<file path="src/rtl/rpf_pkg.sv">
package rpf_pkg;
  function automatic int thresh_cycles(input int cyc_per_us, input int tc_us);
    return cyc_per_us * tc_us;
  endfunction

  function automatic int cnt_width(input int thresh);
    return $clog2(thresh + 1);
  endfunction
endpackage

</file>
<file path="src/rtl/rpf_sync.sv">
module rpf_sync #(
  parameter int STAGES = 2
) (
  input  logic clk,
  input  logic rst,
  input  logic din,
  output logic dout
);
  logic [STAGES-1:0] sr;

  generate
    if (STAGES == 1) begin : g_one
      always_ff @(posedge clk) begin
        if (rst) sr <= '1;
        else     sr <= din;
      end
    end else begin : g_chain
      always_ff @(posedge clk) begin
        if (rst) sr <= '1;
        else     sr <= {sr[STAGES-2:0], din};
      end
    end
  endgenerate

  assign dout = sr[STAGES-1];
endmodule

</file>
<file path="src/rtl/rpf_integrator.sv">
module rpf_integrator #(
  parameter int THRESH = 3000,
  parameter int CW     = 12
) (
  input  logic          clk,
  input  logic          rst,
  input  logic          low,
  output logic [CW-1:0] cnt
);
  localparam logic [CW-1:0] TOP = CW'(THRESH);

  always_ff @(posedge clk) begin
    if (rst)
      cnt <= '0;
    else if (low && cnt != TOP)
      cnt <= cnt + 1'b1;
    else if (!low && cnt != '0)
      cnt <= cnt - 1'b1;
  end

  AST_CNT_BOUND: assert property (@(posedge clk) disable iff (rst)
    cnt <= TOP);

  AST_CNT_STEP: assert property (@(posedge clk) disable iff (rst)
    (cnt == $past(cnt)) || (cnt == $past(cnt) + 1'b1) || (cnt + 1'b1 == $past(cnt)));
endmodule

</file>
<file path="src/rtl/rpf_hyst.sv">
module rpf_hyst #(
  parameter int THRESH = 3000,
  parameter int CW     = 12
) (
  input  logic          clk,
  input  logic          rst,
  input  logic [CW-1:0] cnt,
  output logic          req
);
  localparam logic [CW-1:0] TOP = CW'(THRESH);

  always_ff @(posedge clk) begin
    if (rst)               req <= 1'b0;
    else if (cnt == TOP)   req <= 1'b1;
    else if (cnt == '0)    req <= 1'b0;
  end
endmodule

</file>
<file path="src/rtl/rpf_reset_filter.sv">
module rpf_reset_filter #(
  parameter int CYC_PER_US  = 250,
  parameter int TC_US       = 12,
  parameter int SYNC_STAGES = 2
) (
  input  logic clk,
  input  logic rst,
  input  logic pin_n_raw,
  output logic reset_req
);
  import rpf_pkg::*;

  localparam int THRESH = thresh_cycles(CYC_PER_US, TC_US);
  localparam int CW     = cnt_width(THRESH);
  localparam logic [CW-1:0] TOP = CW'(THRESH);

  logic          pin_n_s;
  logic [CW-1:0] cnt;

  rpf_sync #(.STAGES(SYNC_STAGES)) u_sync (
    .clk (clk),
    .rst (rst),
    .din (pin_n_raw),
    .dout(pin_n_s)
  );

  rpf_integrator #(.THRESH(THRESH), .CW(CW)) u_integ (
    .clk(clk),
    .rst(rst),
    .low(~pin_n_s),
    .cnt(cnt)
  );

  rpf_hyst #(.THRESH(THRESH), .CW(CW)) u_hyst (
    .clk(clk),
    .rst(rst),
    .cnt(cnt),
    .req(reset_req)
  );

  AST_REQ_SET_AT_TOP: assert property (@(posedge clk) disable iff (rst)
    $rose(reset_req) |-> $past(cnt) == TOP);

  AST_REQ_CLR_AT_ZERO: assert property (@(posedge clk) disable iff (rst)
    $fell(reset_req) |-> $past(cnt) == '0);
endmodule

</file>
<file path="config.mk">
export PLATFORM = sky130hd
export DESIGN_NAME = rpf_reset_filter
export DESIGN_NICKNAME = d
export VERILOG_FILES = /design/src/rtl/rpf_pkg.sv /design/src/rtl/rpf_sync.sv /design/src/rtl/rpf_integrator.sv /design/src/rtl/rpf_hyst.sv /design/src/rtl/rpf_reset_filter.sv
export SDC_FILE = /design/constraint.sdc
export NUM_CORES = 1
export LEC_CHECK = 0
export ABC_AREA = 1
export BUFFER_PORTS_ARGS = -buffer_cell sky130_fd_sc_hd__buf_2
export CORE_MARGIN = 3
export CORE_UTILIZATION = 45
export CTS_CLUSTER_DIAMETER = 100
export DETAILED_ROUTE_END_ITERATION = 16
export HOLD_SLACK_MARGIN = 0.15
export PLACE_DENSITY = 0.73
export SETUP_SLACK_MARGIN = 0.4
export SLEW_MARGIN = 10
export SYNTH_ARGS = -nofsm -noshare
export SYNTH_HDL_FRONTEND = slang
export SYNTH_SLANG_ARGS = --single-unit
</file>
<file path="constraint.sdc">
create_clock -name clk -period 2.08 [get_ports clk]
set_clock_uncertainty 0.05 [all_clocks]
set_input_delay 0.312 -clock clk [delete_from_list [all_inputs] [get_ports clk]]
set_output_delay 0.312 -clock clk [all_outputs]
set_load 0.01 [all_outputs]
</file>
# Yosys cells after proc, flatten, opt, wreduce, memory -nomap -nowiden
# Index checks and enable logic that the tools add are counted.
# op_classes
n_addsub	2
n_eq_ne	2
mux	4
bitwise	1
reduce_logical	6
# op_table
cell	count
$mux W12	2
$add A12 B1 Y12 const B	1
$eq A12 B12 Y1 const B	1
$logic_not A12 Y1	1
$ne A12 B12 Y1 const B	1
$reduce_bool A12 Y1	1
$sub A12 B1 Y12 const B	1
$reduce_bool A2 Y1	2
$logic_and A1 B1 Y1	2
$mux W1	2
$not A1 Y1	1
# totals
ff_bits	15
input_bits	3
output_inout_bits	1
wordCells	18

# Depth between registers and ports, before layout
# Gate-level depths: netlist (run 1).
# depth
word_depth	4
ltp_mapped	19
mapped_depth_nobuf	19

# Modules after synthesis
# A second synthesis (run 1) with hierarchy kept.
# unflattened
cells_unflattened	190
area_unflattened_um2	1241.2
# modules_own_cells
mod	instances	cells_each	area_each_um2	seq_area_each_um2
rpf_integrator	1	161	1068.5	240.2
rpf_hyst	1	21	110.1	20.0
rpf_sync	1	7	58.8	40.0
rpf_reset_filter	1	1	3.8	0.0

# Worst setup path after synthesis (run 1)
# OpenSTA, ideal clock, no wires.
# synth_timing
path_kind	register -> register
from	reg u_integ.cnt[1]
to	reg u_integ.cnt[6]
setup_ps	120
t_arrival_ps	1815
required_time_ps	1910
path_slack_ps	96
stages_incl_launch_ff	12
n_path_buf	0
period_less_slack_ps	1984
path_cell_list	dfxtp_1 nor2_1 nand3_2 nor2_2 inv_2 nand2_4 ha_1 a21oi_1 nand2_1 a21oi_1 xor2_1 a21oi_2
# synth_between
elab_chain_cells	3
elab_cells_between_ends	9
cone_classes	add/sub (2); eq/ne (1); mux (2); reduce/logical (4)
# synth_rtl
item	line	rtl
start, declared	rpf_integrator.sv:8	output logic [CW-1:0] cnt
start signal, assigned	rpf_integrator.sv:16	cnt <= cnt + 1'b1;
start signal, assigned	rpf_integrator.sv:18	cnt <= cnt - 1'b1;
$sub A12 B1 Y12 (tied with other cells)	rpf_integrator.sv:18	
$mux W12 (tied with other cells)	rpf_integrator.sv:17	else if (!low && cnt != '0)
$mux W12 / $reduce_bool A2 Y1 (equally long branches)	-	
# Several ways; a longest one is shown, not always the timed one. The select of a mux whose other input is x is not followed.
# A chain may end at the register's enable or synchronous reset.

# Worst setup path after layout (run 1)
# layout_timing
from	reg u_integ.cnt[6]
to	reg u_integ.cnt[11]
# The elaborated chain is that of the path after synthesis.

==> results of run 1 <==
==> synthesized netlist by cell type, drive strengths merged <==
library cell,number,area share [%]
nor2,23,8.4
nand3,14,7.0
nand4,2,1.1
dfxtp,15,26
ha,10,11
inv,23,7.5
nand2,46,17
o21bai,2,1.3
fa,1,1.7
xnor2,4,3.1
a21oi,19,9.3
buf,1,0.98
a21o,1,0.66
nand3b,1,0.66
xor2,3,2.3
o21ai,1,0.44
or2,2,1.1
==> what timing repair did <==
action / in CTS / in global routing
setup endpoints to repair: 11 / 12
hold endpoints to repair: 0 / 1
pin swaps: 11 / 19
gates cloned: 1 / 0
setup buffers: 6 / 6
gates resized for setup: 15 / 24
hold buffers: 0 / 1
==> flip-flops by register name, indices dropped and copies added, names as in the netlist <==
name         flops
u_hyst.req       1
u_integ.cnt     12
u_sync.sr        2
==> cells by family after synthesis <==
logic type / count (synthesis) / share of synthesized area (%)
AND/OR/NAND/NOR: 88 / 35.5
XOR/XNOR: 7 / 5.36
AO/OA/AOI/OAI: 23 / 11.7
adder cells (fa/ha/maj): 11 / 12.7
buffers and inverters: 24 / 8.52
flip-flops: 15 / 26.2
==> path summary, 6_finish.rpt <==
kind,start,to
worst max-delay path,u_integ.cnt[6],u_integ.cnt[11]
worst max register to register,u_integ.cnt[6],u_integ.cnt[11]
worst min-delay path,rst,u_integ.cnt[10]
worst min register to register,u_sync.sr[0],u_sync.sr[1]
==> final cells by class <==
cell class	count	area (sq um)
Multi-Input combinational cell	130	1080
Tap cell	28	35.0
Inverter	23	86.3
Clock buffer	3	22.5
Clock inverter	1	5.00
Timing Repair Buffer	39	295
Sequential cell	15	312
Fill cell	161	480
==> layer usage <==
| layer | vias up | global-route usage [%] | part of all wire [%] |
|---|---|---|---|
| met1 | 612 | 30.8 | 39 |
| met3 | 13 | 4.37 | 5.6 |
| met2 | 37 | 39.9 | 52 |
| met5 | - | 0 | 0 |
| met4 | 0 | 7.46 | 3.0 |
| li1 | 628 | - | - |
==> critical path, cell delays in order, from the launching register on <==
cell and delay [ns]:
dfxtp_2 0.34, inv_2 0.05, nand2_1 0.05, nor2_1 0.12, nand2_1 0.08, nor2_2 0.15, inv_2 0.10, nand2_8 0.14
ha_4 0.23, nand2_1 0.09, nand2_2 0.07, a21oi_2 0.20, nand2_1 0.08, nor2_1 0.10, nand2_1 0.10, a21oi_2 0.15
nor2_1 0.05
==> power by group through the flow <==
stage | clock network (mW) | logic [mW] | registers (mW)
floorplan | 0 | 1.19 | 0.493
global placement | 0 | 1.73 | 0.447
detailed placement | 0 | 1.76 | 0.453
CTS | 0.175 | 1.96 | 0.447
global route | 0.188 | 2.53 | 0.460
finish | 0.175 | 2.33 | 0.450
==> run metrics, run 1 <==
ant diodes=0; Sink Count=15; placed inst area=between 0.0015 and 0.002 sq mm; Clk network pwr share=approximately 6%; placed cells=221; Sw Ratio=46.0%; Worst Setup Path Type=flop to flop; via count=approximately 1.3k; Clock Latency Late Sink=between 0.2 and 0.3 ns; # rows=17; Synth Register Bits=15; status=finished with violations; Sequential Power Share=approximately 15%; leading cell type in the layout, fill and taps excluded=buf_4; WP data required=about 2.2 ns; pwr dens=~1600 mW/mm^2; htree depth=1; final WL=approximately 3700 um; syn nets=approximately 180; die area=between 0.003 and 0.004 sq mm; grt ovf=0; Hold Path Depth=2; crit path DAT=2.40 ns; Mapped Cells=168; Fin Hold WS=0.195 ns; DRC=0; nets=around 230; first-pass GRT wire length=~6000 um; final worst slack=-0.174 ns; largest net degree at the start of global routing=12; height of the die=56.4 um; Syn Area/Cell=between 6 and 7 sq um; area grow syn2layout=60.5%; number of global-route vias before repair=between 1k and 1.5k; register area share after synthesis=26.2%; type of the most critical hold path=primary input to flop; Place WS=-0.0408 ns; Final min period=between 2 and 2.5 ns; port bufs=3; initial antenna violation count=0; Static Leak=roughly 0.86 nW; commonest cells after routing, fill and taps aside=buf_4 (33), nand2_1 (27), inv_1 (20); die width=roughly 56 um; synthesized area=approximately 0.0011 sq mm; critical path peak fanout=6; failing checks=setup timing; Design Power=~3.0 mW; MaxCap Viol Count=0; clk root buf=clkbuf_4; setup tns final=-0.622 ns; Clock transition at path regs=0.10 ns; CTS Buffer Depth=2; Int Power=around 1.6 mW; # IOs=4; Gate power share=approximately four fifths; Pre-antenna DRT Iters=4; Slew headroom=between 80% and 90%; Psw=1.36 mW; RSZ-0062 raised after global routing=yes; TritonCTS clock tree=yes; final setup fails=8; routed len/inst=approximately 16 um; layout cell share with drive strength beyond 1=approximately 56%; reg2reg path depth=16; Final Hold Fails=0; HPWL Detailed=around 2500 um; Netlist cell types=24; area of the core=around 0.0023 sq mm; Worst R2R Setup Slack=-0.17 ns; worst-margin pin slew=between 0.2 and 0.3 ns; post-layout util=79.3%; max-slew violations=0; average vias per placed instance=5.40; final worst-path cycle share=108%; Synth Warn #=0; Overall Global Routing Usage=23.9%; total CTS buffers=3; worst vdd ir=around 0.0011 V; Finished Layout Cells=roughly 240; CP endpoint kind=flop; gp weighted congestion=0.852; maximum clock frequency=444 MHz; fin area=roughly 0.0018 sq mm; Post-DRT Antenna Nets=0; Critical Path Source Type=flop; DRT iter0 DRCs=50; Starting Density=49.4%
Note: power is estimated with default switching activity, not from simulation.
==> run 2: changes to the inputs <==
--- a/config.mk
+++ b/config.mk
@@ -5,14 +5,13 @@
 export SDC_FILE = /design/constraint.sdc
 export NUM_CORES = 1
 export LEC_CHECK = 0
-export ABC_AREA = 1
 export BUFFER_PORTS_ARGS = -buffer_cell sky130_fd_sc_hd__buf_2
 export CORE_MARGIN = 3
 export CORE_UTILIZATION = 45
 export CTS_CLUSTER_DIAMETER = 100
 export DETAILED_ROUTE_END_ITERATION = 16
 export HOLD_SLACK_MARGIN = 0.15
-export PLACE_DENSITY = 0.73
+export PLACE_DENSITY = 0.74
 export SETUP_SLACK_MARGIN = 0.4
 export SLEW_MARGIN = 10
 export SYNTH_ARGS = -nofsm -noshare
==> run 2 against run 1 <==
The run still ends with setup timing left. Sequential cell count is the same. Final area shrank 7.1%. Non-clock buffer count grew 21. Core utilization grew 6.9 points. Clock power grew 7%. Fmax shrank 26%. Critical path depth grew 5. First-iteration DRC count grew 18%. Global-route usage grew 9.0 points. Via count shrank 6.1%. Clock-buffer cell count is the same. Die area shrank 15%. Critical endpoint is now u_integ.cnt[8]. Largest power group unchanged.
==> run metrics, run 2 <==
final worst slack=-0.961 ns; HPWL Detailed=approximately 2000 um; height of the die=~52 um; top cell type's share of synthesized area=between 30% and 40%; placed inst area=roughly 0.0014 sq mm; number of flops mapped to enable cells by yosys=0; pwr dens=between 1500 and 2000 mW/mm^2; crit path DAT=3.17 ns; Worst Setup Path Type=flop to flop; Synth Register Bits=15; crit-path cells=or4_4, nor2_4, buf_4, buf_6, buf_4, buf_4, buf_4, buf_4, buf_4, buf_4, buf_4, buf_6, buf_6, buf_6, buf_6, buf_6, buf_6, buf_6, nand2_8, nand2b_4, o22ai_1; Final Hold Fails=0; FILL cells=between 80 and 90; Worst R2R Setup Slack=-0.96 ns; most frequent cells after synthesis=dfxtp_1 (15), nor2_1 (15), a21oi_1 (10), ha_1 (10), nand2_1 (9); MaxCap Viol Count=0; # rows=16; Fin Hold WS=approximately 0.28 ns; Clock transition at path regs=0.11 ns; CP bufs+invs=16; Pre-antenna DRT Iters=5; register area share after synthesis=around a third; area grow syn2layout=79.6%; WP data required=about 2.2 ns; final worst-path cycle share=146%; synth top area cells=dfxtp_1 (32%), ha_1 (13%), nor2_1 (5.9%); critical path peak fanout=7; ant diodes=0; area of the core=approximately 0.0020 sq mm; Overall Global Routing Usage=between 30% and 40%; post-synth top area cell=dfxtp_1; Netlist cell types=33; post-synthesis xor/xnor area fraction=approximately 6.4%; Static Leak=~0.78 nW; type of the most critical hold path=primary input to flop; htree depth=1; max-slew violations=0; Clock Latency Late Sink=between 0.3 and 0.4 ns; Design Power=just over 3 mW; die width=around 52 um; routed len/inst=roughly 22 um; worst-margin pin slew=0.469 ns; synthesized area=about 950 sq um; Sink Count=15; grt ovf=0; TritonCTS clock tree=yes; Critical Path Source Type=flop; failing checks=setup timing; Slew headroom=68.6%; maximum clock frequency=approximately 330 MHz; layout cell share with drive strength beyond 1=between 50% and 60%; Largest Register=u_integ.cnt; max FFs per register=12; # IOs=4; largest net degree at the start of global routing=15; delay-heaviest family, CP=buffers and inverters; Final min period=~3.0 ns; nets=~190; biggest regs=u_integ.cnt (12), u_sync.sr (2), u_hyst.req (1); RSZ-0062 raised after global routing=yes; Mapped Cells=around 110; leading cell type in the layout, fill and taps excluded=buf_4; status=finished with violations; first-pass GRT wire length=just over 6000 um; Post-Synth Adder-Cell Area=15.3%; Synth Warn #=0; commonest cells after routing, fill and taps aside=buf_4 (45), nor2_1 (14), dfxtp_1 (13); main combinational cell family by area after synthesis=simple AND/OR/NAND/NOR gates; Slowest cell on crit path=or4_4; via count=between 1k and 1.5k; average vias per placed instance=6.09; post-synthesis simple-gate area fraction=22.0%; gp weighted congestion=slightly above 0.8; final WL=roughly 4400 um; Syn Area/Cell=8.80 sq um; clk root buf=clkbuf_4; complex-gate fraction of the synthesized area=about a fifth; Post-DRT Antenna Nets=0; number of global-route vias before repair=1216; syn nets=~120; ys flop type=dfxtp_1; port bufs=3; CP endpoint kind=flop; initial antenna violation count=0; worst vdd ir=0.00121 V; Async SR Flop Fraction=0%; final setup fails=13; CP max stage delay=between 0.5 and 0.6 ns; DRC=0; post-synthesis mux area share=3.42%; fin area=roughly 0.0017 sq mm; total CTS buffers=3; Starting Density=a little under half; DRT iter0 DRCs=59; die area=between 0.002 and 0.003 sq mm; Place WS=-0.903 ns; CTS Buffer Depth=2
## run 2: changes by cell type after synthesis, sizes merged, moves of 3 or more
cell	before	now
inv	23	1
a21o	1	4
o21ai	1	4
nand3	14	2
nor2	23	17
a21oi	19	10
a211oi	0	3
nand2	46	10
## run 2: per-stage QoR
step	TNS [ns]	cells	utilization [%]
2_1_floorplan	-3.56	108	-
3_3_place_gp	-5.19	173	69.6
3_5_place_dp	-5.95	173	69.6
4_1_cts	-8.14	197	84.0
5_1_grt	-12.33	199	86.2
6_report	-11.49	199	86.2
## run 2: metal layers
metal	track usage [%]	up-vias	wire length (um)
li1	-	520	-
met2	55.9	81	2150
met5	0	-	0
met3	7.45	29	308
met4	18.8	0	293
met1	37.2	581	1620
## run 2: worst paths after layout
kind                  start             end  depth (start not counted)
max reg2reg  u_integ.cnt[2]  u_integ.cnt[8]                         21
min reg2reg    u_sync.sr[0]    u_sync.sr[1]                          1
max          u_integ.cnt[2]  u_integ.cnt[8]                         21
min                     rst  u_integ.cnt[7]                          2
## run 2: cell type report
| class | count | area, sq um | area share (%) |
|---|---|---|---|
| multi-input combinational | 92 | 853 | 50.0 |
| timing repair buffer | 60 | 487 | 28.5 |
| sequential | 15 | 303 | 17.7 |
| tap | 27 | 33.8 | 1.98 |
| clock buffer | 3 | 22.5 | 1.32 |
| clock inverter | 1 | 5.00 | 0.293 |
| inverter | 1 | 3.75 | 0.220 |
## run 2: cell families after synthesis
logic type / after synthesis
multiplexers: 3
AO/OA/AOI/OAI: 29
AND/OR/NAND/NOR: 41
flip-flops: 15
adder cells (fa/ha/maj): 11
XOR/XNOR: 7
buffers and inverters: 2
## run 2: repair_timing
action	in CTS	in global routing
pin swaps	14	1
cloned	1	0
hold buffers	0	1
buffers inserted	19	1
hold endpoints to repair	0	1
setup endpoints to repair	12	13
resized for setup	25	7
## run 2: power breakdown
| part | internal (mW) | total, mW | switching [mW] |
|---|---|---|---|
| clock | 0.0719 | 0.188 | 0.117 |
| combinational | 1.29 | 2.39 | 1.10 |
| sequential | 0.389 | 0.461 | 0.0722 |
| total | 1.75 | 3.04 | 1.29 |
